<file path="config.mk">
export PLATFORM = sky130hd
export DESIGN_NAME = dual_pfd_lockmux
export DESIGN_NICKNAME = d
export VERILOG_FILES = /design/src/rtl/pfd_lock_pkg.sv /design/src/rtl/pfd_core.sv /design/src/rtl/lock_monitor.sv /design/src/rtl/status_mux.sv /design/src/rtl/dual_pfd_lockmux.sv
export SDC_FILE = /design/constraint.sdc
export NUM_CORES = 1
export LEC_CHECK = 0
export ABC_AREA = 1
export BUFFER_PORTS_ARGS = -buffer_cell sky130_fd_sc_hd__buf_2
export CORE_UTILIZATION = 30
export CTS_BUF_LIST = sky130_fd_sc_hd__clkbuf_8
export CTS_CLUSTER_SIZE = 14
export DETAILED_ROUTE_END_ITERATION = 10
export HOLD_SLACK_MARGIN = 0.05
export PLACE_DENSITY = 0.55
export SYNTH_ARGS = -nofsm -noshare
export SYNTH_HDL_FRONTEND = slang
export SYNTH_SLANG_ARGS = --single-unit
</file>
<file path="constraint.sdc">
create_clock -name clk -period 1.1 [get_ports clk]
set_input_delay 0.22 -clock clk [delete_from_list [all_inputs] [get_ports clk]]
set_output_delay 0.22 -clock clk [all_outputs]
set_load 0.05 [all_outputs]
</file>
<file path="src/rtl/pfd_lock_pkg.sv">
package pfd_lock_pkg;
  typedef enum logic [3:0] {
    SEL_OFF       = 4'd0,
    SEL_A_LOCK    = 4'd1,
    SEL_A_REF     = 4'd2,
    SEL_A_FB      = 4'd3,
    SEL_JOINT     = 4'd4,
    SEL_B_REF     = 4'd5,
    SEL_B_FB      = 4'd6,
    SEL_B_LOCK    = 4'd7
  } mux_code_e;

  localparam int unsigned NUM_CH = 2;
endpackage

</file>
<file path="src/rtl/pfd_core.sv">
module pfd_core (
  input  logic clk,
  input  logic rst_n,
  input  logic en,
  input  logic ref_p,
  input  logic fb_p,
  output logic up,
  output logic dn,
  output logic done
);
  logic up_q, dn_q, done_q;
  logic up_set, dn_set, both;

  always_comb begin
    up_set = up_q | ref_p;
    dn_set = dn_q | fb_p;
    both   = up_set & dn_set;
  end

  always_ff @(posedge clk) begin
    if (!rst_n || !en) begin
      up_q   <= 1'b0;
      dn_q   <= 1'b0;
      done_q <= 1'b0;
    end else begin
      up_q   <= up_set & ~both;
      dn_q   <= dn_set & ~both;
      done_q <= both;
    end
  end

  assign up   = up_q;
  assign dn   = dn_q;
  assign done = done_q;

  assert_ref_starts_up_R1: assert property (@(posedge clk) disable iff (!rst_n)
    (en && ref_p && !fb_p && !up_q && !dn_q) |=> up_q);

  assert_fb_starts_dn_R2: assert property (@(posedge clk) disable iff (!rst_n)
    (en && fb_p && !ref_p && !up_q && !dn_q) |=> dn_q);

  assert_stopped_quiet_R4: assert property (@(posedge clk) disable iff (!rst_n)
    !en |=> (!up_q && !dn_q));
endmodule

</file>
<file path="src/rtl/lock_monitor.sv">
module lock_monitor #(
  parameter int unsigned WIDTH_MAX = 2,
  parameter int unsigned LOCK_RUN  = 4,
  localparam int unsigned WW = $clog2(WIDTH_MAX + 2),
  localparam int unsigned RW = $clog2(LOCK_RUN + 1)
) (
  input  logic clk,
  input  logic rst_n,
  input  logic en,
  input  logic act,
  input  logic done,
  output logic locked,
  output logic ld
);
  localparam logic [WW-1:0] W_LIM = WW'(WIDTH_MAX);
  localparam logic [RW-1:0] R_LIM = RW'(LOCK_RUN);

  logic [WW-1:0] wcnt;
  logic [RW-1:0] good;
  logic [RW-1:0] good_nxt;
  logic          locked_q;

  always_comb good_nxt = (good == R_LIM) ? good : good + 1'b1;

  always_ff @(posedge clk) begin
    if (!rst_n || !en) begin
      wcnt     <= '0;
      good     <= '0;
      locked_q <= 1'b0;
    end else if (done) begin
      wcnt <= '0;
      if (wcnt <= W_LIM) begin
        good     <= good_nxt;
        locked_q <= locked_q | (good_nxt == R_LIM);
      end else begin
        good     <= '0;
        locked_q <= 1'b0;
      end
    end else if (act) begin
      wcnt <= (wcnt > W_LIM) ? wcnt : wcnt + 1'b1;
      if (wcnt >= W_LIM) begin
        good     <= '0;
        locked_q <= 1'b0;
      end
    end
  end

  assign locked = locked_q;
  assign ld     = en & locked_q & ~act;

  assert_lock_after_cmp_R5: assert property (@(posedge clk) disable iff (!rst_n)
    $rose(locked_q) |-> $past(done));

  assert_wide_clears_R6: assert property (@(posedge clk) disable iff (!rst_n)
    (en && act && !done && wcnt >= W_LIM) |=> !locked_q);

  assert_reset_clear_R10: assert property (@(posedge clk)
    !rst_n |=> !locked_q);
endmodule

</file>
<file path="src/rtl/status_mux.sv">
module status_mux
  import pfd_lock_pkg::*;
(
  input  logic [3:0] sel,
  input  logic [1:0] ld,
  input  logic [1:0] ref_p,
  input  logic [1:0] fb_p,
  output logic       out
);
  always_comb begin
    unique case (sel)
      SEL_A_LOCK: out = ld[0];
      SEL_A_REF:  out = ref_p[0];
      SEL_A_FB:   out = fb_p[0];
      SEL_JOINT:  out = ld[0] & ld[1];
      SEL_B_REF:  out = ref_p[1];
      SEL_B_FB:   out = fb_p[1];
      SEL_B_LOCK: out = ld[1];
      default:    out = 1'b0;
    endcase
  end
endmodule

</file>
<file path="src/rtl/dual_pfd_lockmux.sv">
module dual_pfd_lockmux
  import pfd_lock_pkg::*;
#(
  parameter int unsigned WIDTH_MAX = 2,
  parameter int unsigned LOCK_RUN  = 4
) (
  input  logic       clk,
  input  logic       rst_n,
  input  logic [1:0] ref_pulse,
  input  logic [1:0] fb_pulse,
  input  logic [1:0] pwr_down,
  input  logic [1:0] cnt_reset,
  input  logic [3:0] mux_sel,
  output logic [1:0] cp_up,
  output logic [1:0] cp_dn,
  output logic [1:0] cp_hiz,
  output logic       mux_out
);
  logic [NUM_CH-1:0] ch_en, ch_done, ch_lock, ch_ld;

  for (genvar c = 0; c < NUM_CH; c++) begin : g_ch
    assign ch_en[c]  = ~pwr_down[c] & ~cnt_reset[c];
    assign cp_hiz[c] = ~ch_en[c];

    pfd_core u_pfd (
      .clk   (clk),
      .rst_n (rst_n),
      .en    (ch_en[c]),
      .ref_p (ref_pulse[c]),
      .fb_p  (fb_pulse[c]),
      .up    (cp_up[c]),
      .dn    (cp_dn[c]),
      .done  (ch_done[c])
    );

    lock_monitor #(
      .WIDTH_MAX (WIDTH_MAX),
      .LOCK_RUN  (LOCK_RUN)
    ) u_lock (
      .clk    (clk),
      .rst_n  (rst_n),
      .en     (ch_en[c]),
      .act    (cp_up[c] | cp_dn[c]),
      .done   (ch_done[c]),
      .locked (ch_lock[c]),
      .ld     (ch_ld[c])
    );
  end

  status_mux u_mux (
    .sel   (mux_sel),
    .ld    (ch_ld),
    .ref_p (ref_pulse),
    .fb_p  (fb_pulse),
    .out   (mux_out)
  );

  assert_lock_gap_R7: assert property (@(posedge clk) disable iff (!rst_n)
    (mux_sel == 4'd1 && (cp_up[0] || cp_dn[0])) |-> !mux_out);

  assert_joint_needs_both_R8: assert property (@(posedge clk) disable iff (!rst_n)
    (mux_sel == 4'd4 && mux_out) |-> (ch_lock[0] && ch_lock[1]));

  assert_unused_low_R9: assert property (@(posedge clk) disable iff (!rst_n)
    (mux_sel == 4'd0 || mux_sel >= 4'd8) |-> !mux_out);

  assert_reset_idle_R10: assert property (@(posedge clk)
    !rst_n |=> (cp_up == 2'b00 && cp_dn == 2'b00));
endmodule

</file>
# Word level (Yosys, flattened, before mapping)
# Index checks and enable logic that the tools add are counted.
[totals]
in_bits = 14
elab_cells = 100
ff_bits = 18
output_inout_bits = 7
[classes]
bitwise = 33
n_reduce_logical = 15
add_sub_neg = 4
order_cmp = 6
n_mux = 19
eq_ne = 11
[ops]
columns = ["op", "n"]
rows = [
  ["3-bit 2-to-1 mux", 10],
  ["4-bit by 3-bit == test with 1-bit output, second input constant", 4],
  ["1-bit bitwise AND", 13],
  ["3-bit == test, second input constant", 4],
  ["1-bit NOT", 12],
  ["4-bit by 2-bit == test with 1-bit output, second input constant", 2],
  ["1-bit 2-to-1 mux", 8],
  ["1-bit OR", 8],
  ["2-bit AND reduction", 4],
  ["2-bit nonzero test", 4],
  ["1-bit one-hot mux with 7 select lines", 1],
  ["3-bit by 1-bit adder with 3-bit output, second input constant", 2],
  ["2-bit by 1-bit adder with 2-bit output, second input constant", 2],
  ["4-bit by 1-bit == test with 1-bit output, second input constant", 1],
  ["2-bit >= comparator, second input constant", 2],
  ["2-bit greater-than comparator, second input constant", 2],
  ["2-bit less-or-equal comparator, second input constant", 2],
  ["2-bit OR reduction", 2],
  ["1-bit zero test", 3],
  ["1-bit logical OR", 2],
]

# Depth between registers and ports, before layout
[depth]
ltp_word = 6
mapped_depth = 8
depth_no_buf = 8

# Hierarchy
# A second synthesis with hierarchy kept.
[hier_totals]
hier_cells = 165
hier_area_um2 = 1039.7
[by_module_without_submodules]
columns = ["module", "area_per_inst_um2", "cells_each", "instances", "seq_area_each_um2"]
rows = [
  ["lock_monitor", 334.1, 49, 2, 120.1],
  ["pfd_core", 113.9, 16, 2, 60.1],
  ["status_mux", 91.3, 21, 1, 0.0],
  ["dual_pfd_lockmux", 52.6, 14, 1, 0.0],
]

# Worst setup path before layout
# OpenSTA, ideal clock, no wires.
[synth_path]
kind = "register to output"
from = "register g_ch[0].u_pfd.dn_q"
to = "output port mux_out"
slack_ps = -245
path_stages_with_launch = 6
t_arrival_ps = 1125
required_time_ps = 880
path_buffers = 0
cell_sequence = "dfxtp_1 > nor2_2 > inv_2 > nor2_1 > nand3_1 > nand4_1"
[synth_via]
elab_chain_len = 5
[synth_lines]
columns = ["element", "line", "rtl"]
rows = [
  ["start: declaration", "pfd_core.sv:11", "logic up_q, dn_q, done_q;"],
  ["start signal: assignment", "pfd_core.sv:27", "dn_q <= dn_set & ~both;"],
  ["1-bit OR (*)", "dual_pfd_lockmux.sv:43", ".act (cp_up[c] | cp_dn[c]),"],
  ["1-bit NOT (*)", "lock_monitor.sv:49", "assign ld = en & locked_q & ~act;"],
  ["1-bit bitwise AND (*)", "lock_monitor.sv:49", ""],
  ["1-bit bitwise AND", "status_mux.sv:15", "SEL_JOINT: out = ld[0] & ld[1];"],
  ["1-bit one-hot mux with 7 select lines (*)", "status_mux.sv:11", "unique case (sel)"],
  ["end: declaration", "dual_pfd_lockmux.sv:17", "output logic mux_out"],
]
# Every way passes the cells marked *; elsewhere a longest branch is shown, timed or not.

# Final worst setup path
[layout_path]
from = "register g_ch[0].u_pfd.up_q"
to = "output port mux_out"
[layout_via]
elab_chain_len = 5
[layout_lines]
columns = ["element", "line", "rtl"]
rows = [
  ["start: declaration", "pfd_core.sv:11", ""],
  ["start signal: assignment", "pfd_core.sv:26", "up_q <= up_set & ~both;"],
  ["1-bit OR (*)", "dual_pfd_lockmux.sv:43", ""],
  ["1-bit NOT (*)", "lock_monitor.sv:49", ""],
  ["1-bit bitwise AND (*)", "lock_monitor.sv:49", ""],
  ["1-bit bitwise AND", "status_mux.sv:15", ""],
  ["1-bit one-hot mux with 7 select lines (*)", "status_mux.sv:11", ""],
]
# Marked as above.

==> summary.md <==
| Metric | Value |
|---|---|
| Leakage | `0.687 nW` |
| Global-route usage over all layers | `13.5%` |
| Post-Syn Area | `0.00105 mm²` |
| Drt wl/cell | `9.53 µm` |
| Hold crit path type | `input pin to flop` |
| Fin. Hold Viols | `0` |
| Antenna cells | `0` |
| Fmax | `0.705 GHz` |
| Sequential share of the synthesized area | `34.4%` |
| I/O pins | `21` |
| Total power | `1.29 mW` |
| Top cell by count, worst path | `nor2_1` |
| Maxcap violations | `0` |
| RSZ-0062 raised after global routing | `true` |
| Slowest cell on the critical path | `dfxtp_2` |
| Die area | `0.00374 mm²` |
| Buffers added on ports | `20` |
| Internal | `0.973 mW` |
| Gr busiest metal | `met2` |
| Clk_lat worst skew | `250 ps` |
| Grt met1 use | `15.3%` |
| Crit path time final | `1420 ps` |
| Die span in y | `61.1 µm` |
| Slew @ Worst Pin | `238 ps` |
| Layout cells sized above 1 | `50.5%` |
| CP Class | `flop to output port` |
| RD Place Congestion | `0.726` |
| Fin area | `0.00165 mm²` |
| Synthesis-to-finish area growth | `57.2%` |
| Post-Place Cells | `235` |
| Initial antenna violation count | `0` |
| Core ar. | `0.00334 mm²` |
| Ys Warns | `0` |
| Crit-path cells | `nor2_4, nand3_1, nor2_1, nor2_1, nand4_1, buf_6` |
| Hold bufs inserted after CTS | `0` |
| Clk pwr share | `34.5%` |
| Met3 usage | `3.57%` |
| Met2 global-route usage | `24.7%` |
| H-tree depth | `1` |
| Place WS | `-205 ps` |
| DR pass1 iterations | `4` |
| CP Launch Type | `flop` |
| Flops & latches, synth | `18` |
| CTS max path bufs | `2` |
| Vias in the first global route | `988` |
| Largest stage delay, worst path | `330 ps` |
| P_sw | `0.320 mW` |
| Worst Path Required | `880 ps` |
| Period utilization | `129%` |
| DP Wirelength | `1700 µm` |
| Wire length after detailed routing | `2350 µm` |
| Commonest non-fill, non-tap cell in the layout | `nand2_1` |
| Root buffer cell | `clkbuf_8` |
| Worst vdd ir | `0.000510 V` |
| Residual DRC | `0` |
| Clock transition at the registers of the reported paths | `70 ps` |
| Setup Skew | `1.20 ps` |
| Num CTS Buffers | `3` |
| Rows | `21` |
| Mapped Cells | `157` |
| Via count | `1071` |
| Failing checks | `negative setup slack` |
| Critical-path maximum fanout | `3` |
| Post-DRT Antenna Nets | `0` |
| Sequential Power Share | `50.9%` |
| Setup ws final | `-319 ps` |
| Fin nets | `223` |
| Worst Setup End Kind | `output port` |
| Post-synth cell types | `21` |
| Most frequent cells in the layout | `32 x nand2_1, 19 x buf_4, 18 x nor2_1` |
| Initial DRC count | `18` |
| Width of the chip | `61.1 µm` |
| PwrDens | `784 mW/mm²` |
| Setup-failing EPs final | `5` |
| Mapped Nets | `178` |
| Starting density of the core | `31.4%` |
| Final Max Tran Viols | `0` |
| Critical Path AT | `1200 ps` |
| Vias/cell | `4.35` |
| Grt ovf | `0` |
| Largest net degree at the start of global routing | `10` |
| Sw Share | `24.7%` |
| Syn avg cell area | `6.68 µm²` |
| DP Area | `0.00132 mm²` |
| CTS tree | `yes` |
| Total negative slack | `-548 ps` |
| Rel. slew slack | `84.0%` |
| Status | `finished with violations` |
| Layout Cells excl Fill | `246` |
| Worst hold slack | `159 ps` |
| Layout Utilization | `49.4%` |
| Combinational fraction of design power | `14.6%` |
| First-pass GRT wire length | `3790 µm` |
| Clock sinks | `18` |
-- timing repair --
action	CTS	global route
pin swaps	19	21
gates resized for setup	29	36
setup buffers	5	4
setup endpoints to repair	13	16
-- registers in the layout (all words and copies together) (netlist names) --
register and count:
g_ch.u_pfd.up 2, g_ch.u_pfd.dn 2, g_ch.u_lock.good 6, g_ch.u_lock.locked 2, g_ch.u_pfd.done 2, g_ch.u_lock.wcnt 4
-- synth_stat cells --
| master | instances | area [µm²] |
|---|---|---|
| nor2_1 | 24 | 90.1 |
| o21ai_0 | 2 | 10.0 |
| inv_2 | 4 | 15.0 |
| nor2_4 | 1 | 11.3 |
| xnor2_1 | 1 | 8.76 |
| and2_1 | 1 | 6.26 |
| or2_1 | 2 | 12.5 |
| a21oi_2 | 1 | 8.76 |
| nand3_1 | 8 | 40.0 |
| nor4_1 | 4 | 25.0 |
| a21oi_1 | 11 | 55.1 |
| nand2_1 | 37 | 139 |
| a211oi_1 | 1 | 7.51 |
| xor2_1 | 1 | 8.76 |
| ha_1 | 7 | 87.6 |
| nor2_2 | 6 | 37.5 |
| nor3_1 | 2 | 10.0 |
| dfxtp_1 | 18 | 360 |
| nand4_1 | 1 | 6.26 |
| buf_4 | 4 | 30.0 |
| inv_1 | 21 | 78.8 |
-- power groups by stage --
stage,Clock (mW),Combinational [mW],Sequential (mW)
finish,0.446,0.188,0.658
global route,0.496,0.205,0.658
CTS,0.468,0.177,0.661
detailed placement,0,0.162,0.676
global placement,0,0.160,0.676
floorplan,0,0.0953,0.677
-- cell type report --
cell class / count / area [µm²]
fill: 346 / 1690
multi-input combinational: 110 / 729
sequential: 18 / 380
timing repair buffer: 44 / 345
inverter: 25 / 93.8
tap: 46 / 57.6
clock buffer: 3 / 41.3
-- per-layer routing --
metal  routed length [µm]  vias to the layer above
met4                   14                        0
met5                    0                        -
met3                   93                        2
met2                 1220                       20
met1                 1010                      475
li1                     -                      574
-- final timing paths --
check,cells past startpoint,slack (ps),endpoint,startpoint
worst max-delay path,6,-320,mux_out,g_ch[0].u_pfd.up
worst min-delay path,2,160,g_ch[1].u_pfd.up,fb_pulse[1]
worst max register to register,6,-80,g_ch[0].u_lock.good[1],g_ch[0].u_lock.wcnt[0]
worst min register to register,2,470,g_ch[0].u_lock.good[1],g_ch[0].u_lock.good[1]
-- worst max-delay path: cells and delay by family (launching register included) --
kind	cells	cell delay, ps
flops	1	330
simple gates	5	440
buf+inv	1	170
-- logic make-up (layout without fill, tap and decap cells) --
logic type,Yosys count,count (layout),synth area share [%]
AND/OR/NAND/NOR,86,86,36.0
buffers and inverters,29,72,11.8
flip-flops,18,18,34.4
AO/OA/AOI/OAI,15,15,7.76
adder cells (fa/ha/maj),7,7,8.35
XOR/XNOR,2,2,1.67
(Power assumes the default switching activity.)
